### config.mk
export PLATFORM = sky130hd
export DESIGN_NAME = page_xlator
export DESIGN_NICKNAME = d
export VERILOG_FILES = /design/src/rtl/xlat_pkg.sv /design/src/rtl/xlat_ctrl.sv /design/src/rtl/xlat_path.sv /design/src/rtl/page_xlator.sv
export SDC_FILE = /design/constraint.sdc
export NUM_CORES = 1
export LEC_CHECK = 0
export ABC_AREA = 0
export ABC_CLOCK_PERIOD_IN_PS = 4900
export BUFFER_PORTS_ARGS = -buffer_cell sky130_fd_sc_hd__buf_2
export CAP_MARGIN = 20
export CORE_ASPECT_RATIO = 2
export CORE_MARGIN = 2
export CORE_UTILIZATION = 45
export DETAILED_ROUTE_END_ITERATION = 6
export GPL_TIMING_DRIVEN = 0
export PLACE_DENSITY = 0.64
export SLEW_MARGIN = 40
export SYNTH_ARGS = -nofsm -noshare
export SYNTH_HDL_FRONTEND = slang
export SYNTH_SLANG_ARGS = --single-unit
### constraint.sdc
create_clock -name clk -period 4.9 [get_ports clk]
set_input_delay 0.49 -clock clk [delete_from_list [all_inputs] [get_ports clk]]
set_output_delay 0.49 -clock clk [all_outputs]
set_load 0.01 [all_outputs]
### src/rtl/xlat_pkg.sv
package xlat_pkg;

  typedef enum logic [1:0] {
    FLT_NONE   = 2'b00,
    FLT_ABSENT = 2'b01,
    FLT_WPROT  = 2'b10
  } faultCode_t;

  typedef struct packed {
    logic       accept;
    logic       hit;
    logic       setRef;
    logic       setMod;
    faultCode_t fault;
  } ctrlStrobe_t;

endpackage

### src/rtl/xlat_ctrl.sv
module xlat_ctrl
  import xlat_pkg::*;
(
  input  logic        clk,
  input  logic        rstN,
  input  logic        reqValid,
  input  logic        reqWrite,
  input  logic        selPresent,
  input  logic        selWritable,
  output ctrlStrobe_t strobe
);

  always_comb begin
    strobe = '0;
    strobe.accept = reqValid;
    if (reqValid) begin
      if (!selPresent) begin
        strobe.fault = FLT_ABSENT;
      end else if (reqWrite && !selWritable) begin
        strobe.fault = FLT_WPROT;
      end else begin
        strobe.hit    = 1'b1;
        strobe.setRef = 1'b1;
        strobe.setMod = reqWrite;
      end
    end
  end

  // a refused write never marks the page modified
  a_r4_no_mod_on_wprot: assert property (@(posedge clk) disable iff (!rstN)
    (reqValid && reqWrite && selPresent && !selWritable) |-> !strobe.setMod && !strobe.hit);

  // absence outranks protection
  a_r9_absent_first: assert property (@(posedge clk) disable iff (!rstN)
    (reqValid && !selPresent) |-> (strobe.fault == FLT_ABSENT));

endmodule

### src/rtl/xlat_path.sv
module xlat_path
  import xlat_pkg::*;
#(
  parameter int VA_W      = 16,
  parameter int PAGE_BITS = 12,
  parameter int FRAME_W   = 4,
  localparam int VPN_W    = VA_W - PAGE_BITS,
  localparam int ENTRIES  = 1 << VPN_W,
  localparam int PA_W     = FRAME_W + PAGE_BITS
)(
  input  logic               clk,
  input  logic               rstN,
  input  logic               tblWrEn,
  input  logic [VPN_W-1:0]   tblWrIdx,
  input  logic [FRAME_W-1:0] tblWrFrame,
  input  logic               tblWrPresent,
  input  logic               tblWrWritable,
  input  logic               tblWrRef,
  input  logic               tblWrMod,
  input  logic [VPN_W-1:0]   tblRdIdx,
  output logic [FRAME_W-1:0] tblRdFrame,
  output logic               tblRdPresent,
  output logic               tblRdWritable,
  output logic               tblRdRef,
  output logic               tblRdMod,
  input  logic [VA_W-1:0]    reqAddr,
  output logic               selPresent,
  output logic               selWritable,
  input  ctrlStrobe_t        strobe,
  output logic               rspValid,
  output logic [PA_W-1:0]    rspAddr,
  output logic [1:0]         rspFault
);

  logic [FRAME_W-1:0] frameTbl [ENTRIES];
  logic [ENTRIES-1:0] presTbl, wrblTbl, refTbl, modTbl;
  logic [FRAME_W-1:0] frameNxt [ENTRIES];
  logic [ENTRIES-1:0] presNxt, wrblNxt, refNxt, modNxt;

  logic [VPN_W-1:0]     reqVpn;
  logic [PAGE_BITS-1:0] reqOff;
  assign reqVpn = reqAddr[VA_W-1:PAGE_BITS];
  assign reqOff = reqAddr[PAGE_BITS-1:0];

  assign selPresent  = presTbl[reqVpn];
  assign selWritable = wrblTbl[reqVpn];

  assign tblRdFrame    = frameTbl[tblRdIdx];
  assign tblRdPresent  = presTbl[tblRdIdx];
  assign tblRdWritable = wrblTbl[tblRdIdx];
  assign tblRdRef      = refTbl[tblRdIdx];
  assign tblRdMod      = modTbl[tblRdIdx];

  // per-entry next state: table write overrides a hardware flag update
  for (genvar e = 0; e < ENTRIES; e++) begin : g_entry
    logic loadHere, touchHere;
    assign loadHere  = tblWrEn && (tblWrIdx == VPN_W'(e));
    assign touchHere = strobe.hit && (reqVpn == VPN_W'(e));
    assign frameNxt[e] = loadHere ? tblWrFrame    : frameTbl[e];
    assign presNxt[e]  = loadHere ? tblWrPresent  : presTbl[e];
    assign wrblNxt[e]  = loadHere ? tblWrWritable : wrblTbl[e];
    assign refNxt[e]   = loadHere ? tblWrRef : (refTbl[e] | (touchHere & strobe.setRef));
    assign modNxt[e]   = loadHere ? tblWrMod : (modTbl[e] | (touchHere & strobe.setMod));
  end

  always_ff @(posedge clk) begin
    if (!rstN) begin
      for (int i = 0; i < ENTRIES; i++) frameTbl[i] <= '0;
      presTbl <= '0;
      wrblTbl <= '0;
      refTbl  <= '0;
      modTbl  <= '0;
    end else begin
      for (int i = 0; i < ENTRIES; i++) frameTbl[i] <= frameNxt[i];
      presTbl <= presNxt;
      wrblTbl <= wrblNxt;
      refTbl  <= refNxt;
      modTbl  <= modNxt;
    end
  end

  always_ff @(posedge clk) begin
    if (!rstN) begin
      rspValid <= 1'b0;
      rspAddr  <= '0;
      rspFault <= '0;
    end else begin
      rspValid <= strobe.accept;
      rspFault <= strobe.fault;
      rspAddr  <= strobe.hit ? {frameTbl[reqVpn], reqOff} : '0;
    end
  end

  // a faulting response never carries an address
  a_r3_fault_zero_addr: assert property (@(posedge clk) disable iff (!rstN)
    (rspValid && rspFault != 2'b00) |-> (rspAddr == '0));

  // a table load leaves exactly the written flags
  a_r7_load_wins: assert property (@(posedge clk) disable iff (!rstN)
    tblWrEn |=> (refTbl[$past(tblWrIdx)] == $past(tblWrRef)) &&
                (modTbl[$past(tblWrIdx)] == $past(tblWrMod)));

  // modified is only ever set by a write hit or a load
  a_r5_mod_source: assert property (@(posedge clk) disable iff (!rstN)
    (strobe.setMod) |-> strobe.setRef);

endmodule

### src/rtl/page_xlator.sv
module page_xlator
  import xlat_pkg::*;
#(
  parameter int VA_W      = 16,
  parameter int PAGE_BITS = 12,
  parameter int FRAME_W   = 4,
  localparam int VPN_W    = VA_W - PAGE_BITS,
  localparam int PA_W     = FRAME_W + PAGE_BITS
)(
  input  logic               clk,
  input  logic               rstN,
  input  logic               tblWrEn,
  input  logic [VPN_W-1:0]   tblWrIdx,
  input  logic [FRAME_W-1:0] tblWrFrame,
  input  logic               tblWrPresent,
  input  logic               tblWrWritable,
  input  logic               tblWrRef,
  input  logic               tblWrMod,
  input  logic [VPN_W-1:0]   tblRdIdx,
  output logic [FRAME_W-1:0] tblRdFrame,
  output logic               tblRdPresent,
  output logic               tblRdWritable,
  output logic               tblRdRef,
  output logic               tblRdMod,
  input  logic               reqValid,
  input  logic [VA_W-1:0]    reqAddr,
  input  logic               reqWrite,
  output logic               rspValid,
  output logic [PA_W-1:0]    rspAddr,
  output logic [1:0]         rspFault
);

  ctrlStrobe_t strobe;
  logic        selPresent, selWritable;

  xlat_ctrl u_ctrl (
    .clk        (clk),
    .rstN       (rstN),
    .reqValid   (reqValid),
    .reqWrite   (reqWrite),
    .selPresent (selPresent),
    .selWritable(selWritable),
    .strobe     (strobe)
  );

  xlat_path #(.VA_W(VA_W), .PAGE_BITS(PAGE_BITS), .FRAME_W(FRAME_W)) u_path (
    .clk          (clk),
    .rstN         (rstN),
    .tblWrEn      (tblWrEn),
    .tblWrIdx     (tblWrIdx),
    .tblWrFrame   (tblWrFrame),
    .tblWrPresent (tblWrPresent),
    .tblWrWritable(tblWrWritable),
    .tblWrRef     (tblWrRef),
    .tblWrMod     (tblWrMod),
    .tblRdIdx     (tblRdIdx),
    .tblRdFrame   (tblRdFrame),
    .tblRdPresent (tblRdPresent),
    .tblRdWritable(tblRdWritable),
    .tblRdRef     (tblRdRef),
    .tblRdMod     (tblRdMod),
    .reqAddr      (reqAddr),
    .selPresent   (selPresent),
    .selWritable  (selWritable),
    .strobe       (strobe),
    .rspValid     (rspValid),
    .rspAddr      (rspAddr),
    .rspFault     (rspFault)
  );

  // one response per request, one cycle later
  a_r8_rsp_timing: assert property (@(posedge clk) disable iff (!rstN)
    reqValid |=> rspValid);
  a_r8_no_spurious: assert property (@(posedge clk) disable iff (!rstN)
    !reqValid |=> !rspValid && rspFault == 2'b00 && rspAddr == '0);

  // offset passes through on a hit
  a_r2_offset_kept: assert property (@(posedge clk) disable iff (!rstN)
    reqValid |=> (rspFault != 2'b00) || (rspAddr[PAGE_BITS-1:0] == $past(reqAddr[PAGE_BITS-1:0])));

endmodule

==> impl_metrics.toml, run 1 <==
[status]
status = "finished with violations"
violations = "design-rule violations"

[job]
maxCapViolCount = 0

[layout]
final_common_cell = "nand2_1"
final_cell_mix = "nand2_1, dfxtp_1, buf_2"
final_layout_size_suffix_gt1_frac = 0.255
fin_area_sq_um = 8740
fillers = 1501
nets = 784
syn_to_final_growth_pct = 15.8
n_antenna_cell = 0

[power_and_ir_drop]
powerDensity_nw_per_um2 = 356
ir_drop_mv = 0.245
p_leak_uw = 0.00328
total_power_uw = 3110

[clock_network]
ctsHoldBuffers = 0
cts_setup_buffers = 0
cts-htree-levels = 4
cts_buffers = 17
clk_pin_slew_ns = 0.07
ctsResizeCount = 0
cts_tree = "yes"
clockBufferDepth = 2
cts_root_buf = "clkbuf_16"
clock-sinks = 147
clk_latency_ns = 0.43

[synthesis]
synth_ff_type = "dfxtp_1"
async_flop_share = 0
ys_ff_latch = 147
synthesis.instances = 671
postSynthAreaPerCell_sq_um = 11.3
syn_area_sq_um = 7550
ys_seq_area_frac = 0.475
synth_edf_count = 64
ys_warn_count = 0
syn_nets = 708
synthDistinctLibCells = 42

[timing]
worst_pin_slew_ns = 0.811
clock_skew_ns = 0.0103
slew_headroom = 0.459
setup_viol = 0
hold_slack_ns = 0.276
rsz0062_at_grt = "no"
layout_setup_ws_ns = 1.33
period_needed_ns = 3.57
slew_viol_final = 0
tns_ns = 0
hold_viol = 0
max_freq_ghz = 0.280
fin_crit_sh = 0.728

[floorplanning]
io_pins = 64
rows = 67
dieArea_sq_um = 17900
die_width_um = 95.6
start_util = 0.455
die_height_um = 187
core_area_sq_um = 16600

[detailed_routing]
drc_errors = 1
drt_wl_total_um = 22400
avgRoutedWirePerCell_um = 23.2
vias_per_cell = 6.11
first_pass_iters = 7
drtIter0Drc = 542
vias = 5907
antenna_left = 0

[critical_path]
startpoint = "tblRdIdx[1]"
crit_arrival_ns = 3.08
r2r-end = "u_path.rspFault[1]"
r2r_slack_ns = 2.63
cp_num_buf_inv = 4
rr_startpoint = "u_path.presTbl[7]"
worst_setup_path_start_kind = "input pin"
path_class = "in2out"
cp_slowest_cell = "clkbuf_1"
crit_chain = "buf_2 -> buf_1 -> clkbuf_1 -> mux4_2 -> mux4_2 -> buf_2"
rr_worst_depth = 7
end_kind = "output port"
critPathCapture = "tblRdFrame[3]"
path_max_fanout = 10
cp_top_family = "buffers and inverters"
cpPeakStageDelay_ns = 0.68
cp.required_ns = 4.41
cp.depth = 6

[placed_design]
hpwl_um = 16300
numPortBuffers = 56
dp_worst_setup_slack_ns = 1.25
gp_congestion = 0.898
dpl-instance-area_sq_um = 8100

[grt]
grt_usage = 0.260
grt_pass1_vias = 5785
grt_max_degree = 17
grt-ovfl-total = 0
antenna_found_initial = 0
grt_pass1_wl_um = 34000

[worst_hold_path]
hold_class = "in2reg"
-- worst register-to-register path, delay by kind of cell, from the launching register on --
kind            cells  cell delay (ns)
buf+inv             2             0.53
mux                 1             0.23
simple gates        1             0.25
compound gates      3             0.80
flops               1             0.32
-- kinds of logic after synthesis --
logic type / share of synthesized area
AOI/OAI and AO/OA: 0.118
and+or+nand+nor: 0.135
muxes: 0.226
buffers and inverters: 0.0471
DFF: 0.475
-- through the flow --
step                      utilization  cells
final                           0.527    967
after global routing            0.527    967
after CTS                       0.527    967
after detailed placement        0.488    935
after global placement          0.487    934
after floorplan                     -    671
-- flip-flops by register name, indices dropped and copies added, names as in the netlist --
name             cells
u_path.presTbl      16
u_path.rspFault      2
u_path.modTbl       16
u_path.refTbl       16
u_path.rspAddr      16
u_path.frameTbl     64
u_path.rspValid      1
u_path.wrblTbl      16
-- worst min path at each step --
stage / startpoint / endpoint / slack, ns / cells past startpoint
floorplan: u_path.modTbl[11] / u_path.modTbl[11] / 0.43 / 2
global placement: u_path.modTbl[11] / u_path.modTbl[11] / 0.44 / 2
detailed placement: u_path.modTbl[11] / u_path.modTbl[11] / 0.45 / 2
CTS: reqAddr[4] / u_path.rspAddr[4] / 0.27 / 3
global route: reqAddr[4] / u_path.rspAddr[4] / 0.28 / 3
finish: reqAddr[4] / u_path.rspAddr[4] / 0.28 / 3
-- power breakdown --
part / switching [uW] / internal, uW
logic: 198 / 140
clock network: 593 / 826
registers: 25.5 / 1330
total: 817 / 2300
-- layout make-up --
type                       instances  area [sq um]  area share
buffer                            54           245      0.0280
clock buffer                      17           425      0.0486
multi-input combinational        439          3610       0.413
tap                              207           259      0.0296
timing repair buffer              57           288      0.0329
inverter                          31           116      0.0133
sequential                       147          3580       0.410
clock inverter                    15           214      0.0245
-- Yosys cell counts, drive strengths merged, types with 2 or more instances --
library cell / instances / area [sq um]
clkbuf: 31 / 116
a22oi: 5 / 37.5
nor3: 15 / 75.1
o21ai: 25 / 125
nand3: 14 / 70.1
a21boi: 23 / 173
o2111ai: 17 / 149
a31oi: 8 / 50.1
and4: 2 / 17.5
and2: 3 / 18.8
mux4: 60 / 1350
and3: 2 / 12.5
or4: 5 / 37.5
edfxtp: 64 / 1920
nor2b: 15 / 93.8
inv: 31 / 116
a21oi: 21 / 105
nor3b: 6 / 45.0
mux2: 10 / 113
nand2b: 4 / 25.0
o41ai: 8 / 130
nor2: 71 / 267
buf: 23 / 123
a41oi: 4 / 35.0
dfxtp: 83 / 1660
nand2: 87 / 329
or2: 2 / 12.5
mux2i: 24 / 240
-- metal layers --
layer	vias up	wire, um	global-route usage
met5	-	0	0
met4	0	835	0.112
met3	54	1720	0.0395
met2	325	11300	0.420
met1	2882	8500	0.343
li1	2646	-	-
(Power assumes the default switching activity.)
==> run 2, diff against run 1 <==
--- a/config.mk
+++ b/config.mk
@@ -5,8 +5,8 @@
 export SDC_FILE = /design/constraint.sdc
 export NUM_CORES = 1
 export LEC_CHECK = 0
-export ABC_AREA = 0
-export ABC_CLOCK_PERIOD_IN_PS = 4900
+export ABC_AREA = 1
+export ABC_CLOCK_PERIOD_IN_PS = 3200
 export BUFFER_PORTS_ARGS = -buffer_cell sky130_fd_sc_hd__buf_2
 export CAP_MARGIN = 20
 export CORE_ASPECT_RATIO = 2
@@ -14,7 +14,7 @@
 export CORE_UTILIZATION = 45
 export DETAILED_ROUTE_END_ITERATION = 6
 export GPL_TIMING_DRIVEN = 0
-export PLACE_DENSITY = 0.64
+export PLACE_DENSITY = 0.66
 export SLEW_MARGIN = 40
 export SYNTH_ARGS = -nofsm -noshare
 export SYNTH_HDL_FRONTEND = slang
==> constraint.sdc (replaced) <==
create_clock -name clk -period 3.2 [get_ports clk]
set_input_delay 0.32 -clock clk [delete_from_list [all_inputs] [get_ports clk]]
set_output_delay 0.32 -clock clk [all_outputs]
set_load 0.01 [all_outputs]
==> impl_metrics.toml, run 2 <==
[clock_network]
cts_setup_buffers = 0
ctsResizeCount = 0
ctsHoldBuffers = 0
clock-sinks = 147
cts_buffers = 17
cts_tree = "yes"
cts-htree-levels = 4
clk_pin_slew_ns = 0.06
clockBufferDepth = 2
cts_root_buf = "clkbuf_16"
clk_latency_ns = 0.44

[critical_path]
worst_setup_path_start_kind = "input pin"
path_max_fanout = 10
path_class = "in2out"
r2r_slack_ns = 1.38
end_kind = "output port"
cp.required_ns = 2.88
crit_arrival_ns = 2.39

[synthesis]
async_flop_share = 0
synth_edf_count = 64
synth_ff_type = "dfxtp_1"
syn_nets = 1002
synthDistinctLibCells = 32
synth_common_cells = "nand2_1, inv_1, nor2_1, a21oi_1, dfxtp_1"
yosysTopAreaCell = "edfxtp_1"
synthesis.instances = 965
ys_seq_area_frac = 0.475
synth_area_leaders = "edfxtp_1, dfxtp_1, nand2_1"
synth_top_area_share = 0.255
postSynthAreaPerCell_sq_um = 7.82
synth.most_common_cell = "nand2_1"
ys_warn_count = 0
syn_area_sq_um = 7540
ys_ff_latch = 147

[timing]
slew_headroom = 0.399
fin_crit_sh = 0.848
period_needed_ns = 2.71
worst_pin_slew_ns = 0.899
setup_viol = 0
rsz0062_at_grt = "no"
tns_ns = 0
clock_skew_ns = 0.0109
slew_viol_final = 0
max_freq_ghz = 0.369
hold_viol = 0

[detailed_routing]
drt_wl_total_um = 25900
vias = 7228
first_pass_iters = 6
drc_errors = 0
drtIter0Drc = 867
antenna_left = 0
vias_per_cell = 5.73
avgRoutedWirePerCell_um = 20.6

[power_and_ir_drop]
p_leak_uw = 0.00369
total_power_uw = 4520
ir_drop_mv = 0.353
powerDensity_nw_per_um2 = 523

[floorplanning]
core_area_sq_um = 16600
io_pins = 64
rows = 67
start_util = 0.455
die_height_um = 187
dieArea_sq_um = 17900
die_width_um = 95.6

[layout]
final_layout_size_suffix_gt1_frac = 0.121
largest_register_ffs = 64
final_cell_mix = "nand2_1, inv_1, nor2_1"
nets = 1079
n_antenna_cell = 0
fillers = 1630
syn_to_final_growth_pct = 14.5
regMostFlops = "u_path.frameTbl"
final_common_cell = "nand2_1"

[grt]
grt_max_degree = 17
grt_pass1_wl_um = 38600
grt_pass1_vias = 6791
antenna_found_initial = 0
grt-ovfl-total = 0
grt_usage = 0.295

[status]
status = "finished clean"

[job]
maxCapViolCount = 0

[placed_design]
hpwl_um = 19500
numPortBuffers = 58
gp_congestion = 0.989

[worst_hold_path]
hold_class = "in2reg"
run 2: path summary, 6_finish.rpt:
| kind | from | to | depth (start not counted) |
|---|---|---|---|
| max reg2reg | u_path.presTbl[9] | u_path.modTbl[5] | 13 |
| min | reqAddr[0] | u_path.rspAddr[0] | 3 |
| max | tblRdIdx[1] | tblRdWritable | 7 |
| min reg2reg | u_path.wrblTbl[12] | u_path.wrblTbl[12] | 2 |
run 2: cell families (layout without fill, tap and decap cells):
logic type / count (synthesis) / in the layout / synth area share
buf+inv: 187 / 277 / 0.102
mux: 20 / 20 / 0.0265
simple gates: 356 / 356 / 0.201
compound gates: 255 / 255 / 0.196
flops: 147 / 147 / 0.475
run 2: stage by stage:
step	instance area (sq um)	worst slack (ns)	cells	hold WS, ns	util
CTS	8640	0.491	1262	0.0872	0.521
finish	8640	0.486	1262	0.0981	0.521
global placement	8090	0.535	1230	0.457	0.488
floorplan	7540	1.42	965	0.430	-
detailed placement	8090	0.494	1230	0.464	0.488
global route	8640	0.324	1262	0.113	0.521
run 2: area by class of cell:
type	count	area [sq um]	share of cell area
repair buffers	58	290	0.0336
multi-input cells	631	3190	0.369
inverters	142	538	0.0623
well taps	207	259	0.0300
flip-flops and latches	147	3580	0.415
clock buffers	18	429	0.0497
plain buffers	45	231	0.0268
clock inverters	14	118	0.0136
run 2: per-layer routing:
layer  GRT usage  wire (um)  vias up
met5           0          0        -
met4       0.191       1720        0
met3      0.0528       2330      108
met2       0.462      12400      432
met1       0.365       9500     3329
li1            -          -     3359
run 2: report_power, final:
group / internal [uW] / switching [uW] / total, uW
Sequential: 2040 / 45.1 / 2090
Clock: 1010 / 880 / 1890
Combinational: 154 / 386 / 540
Total: 3210 / 1310 / 4520
run 2: critical path, stage by stage:
cell and delay (ns):
clkbuf_1 0.45, clkinv_1 0.52, clkbuf_1 0.40, o211ai_1 0.30, o211ai_1 0.12, nand2_1 0.13, buf_2 0.14
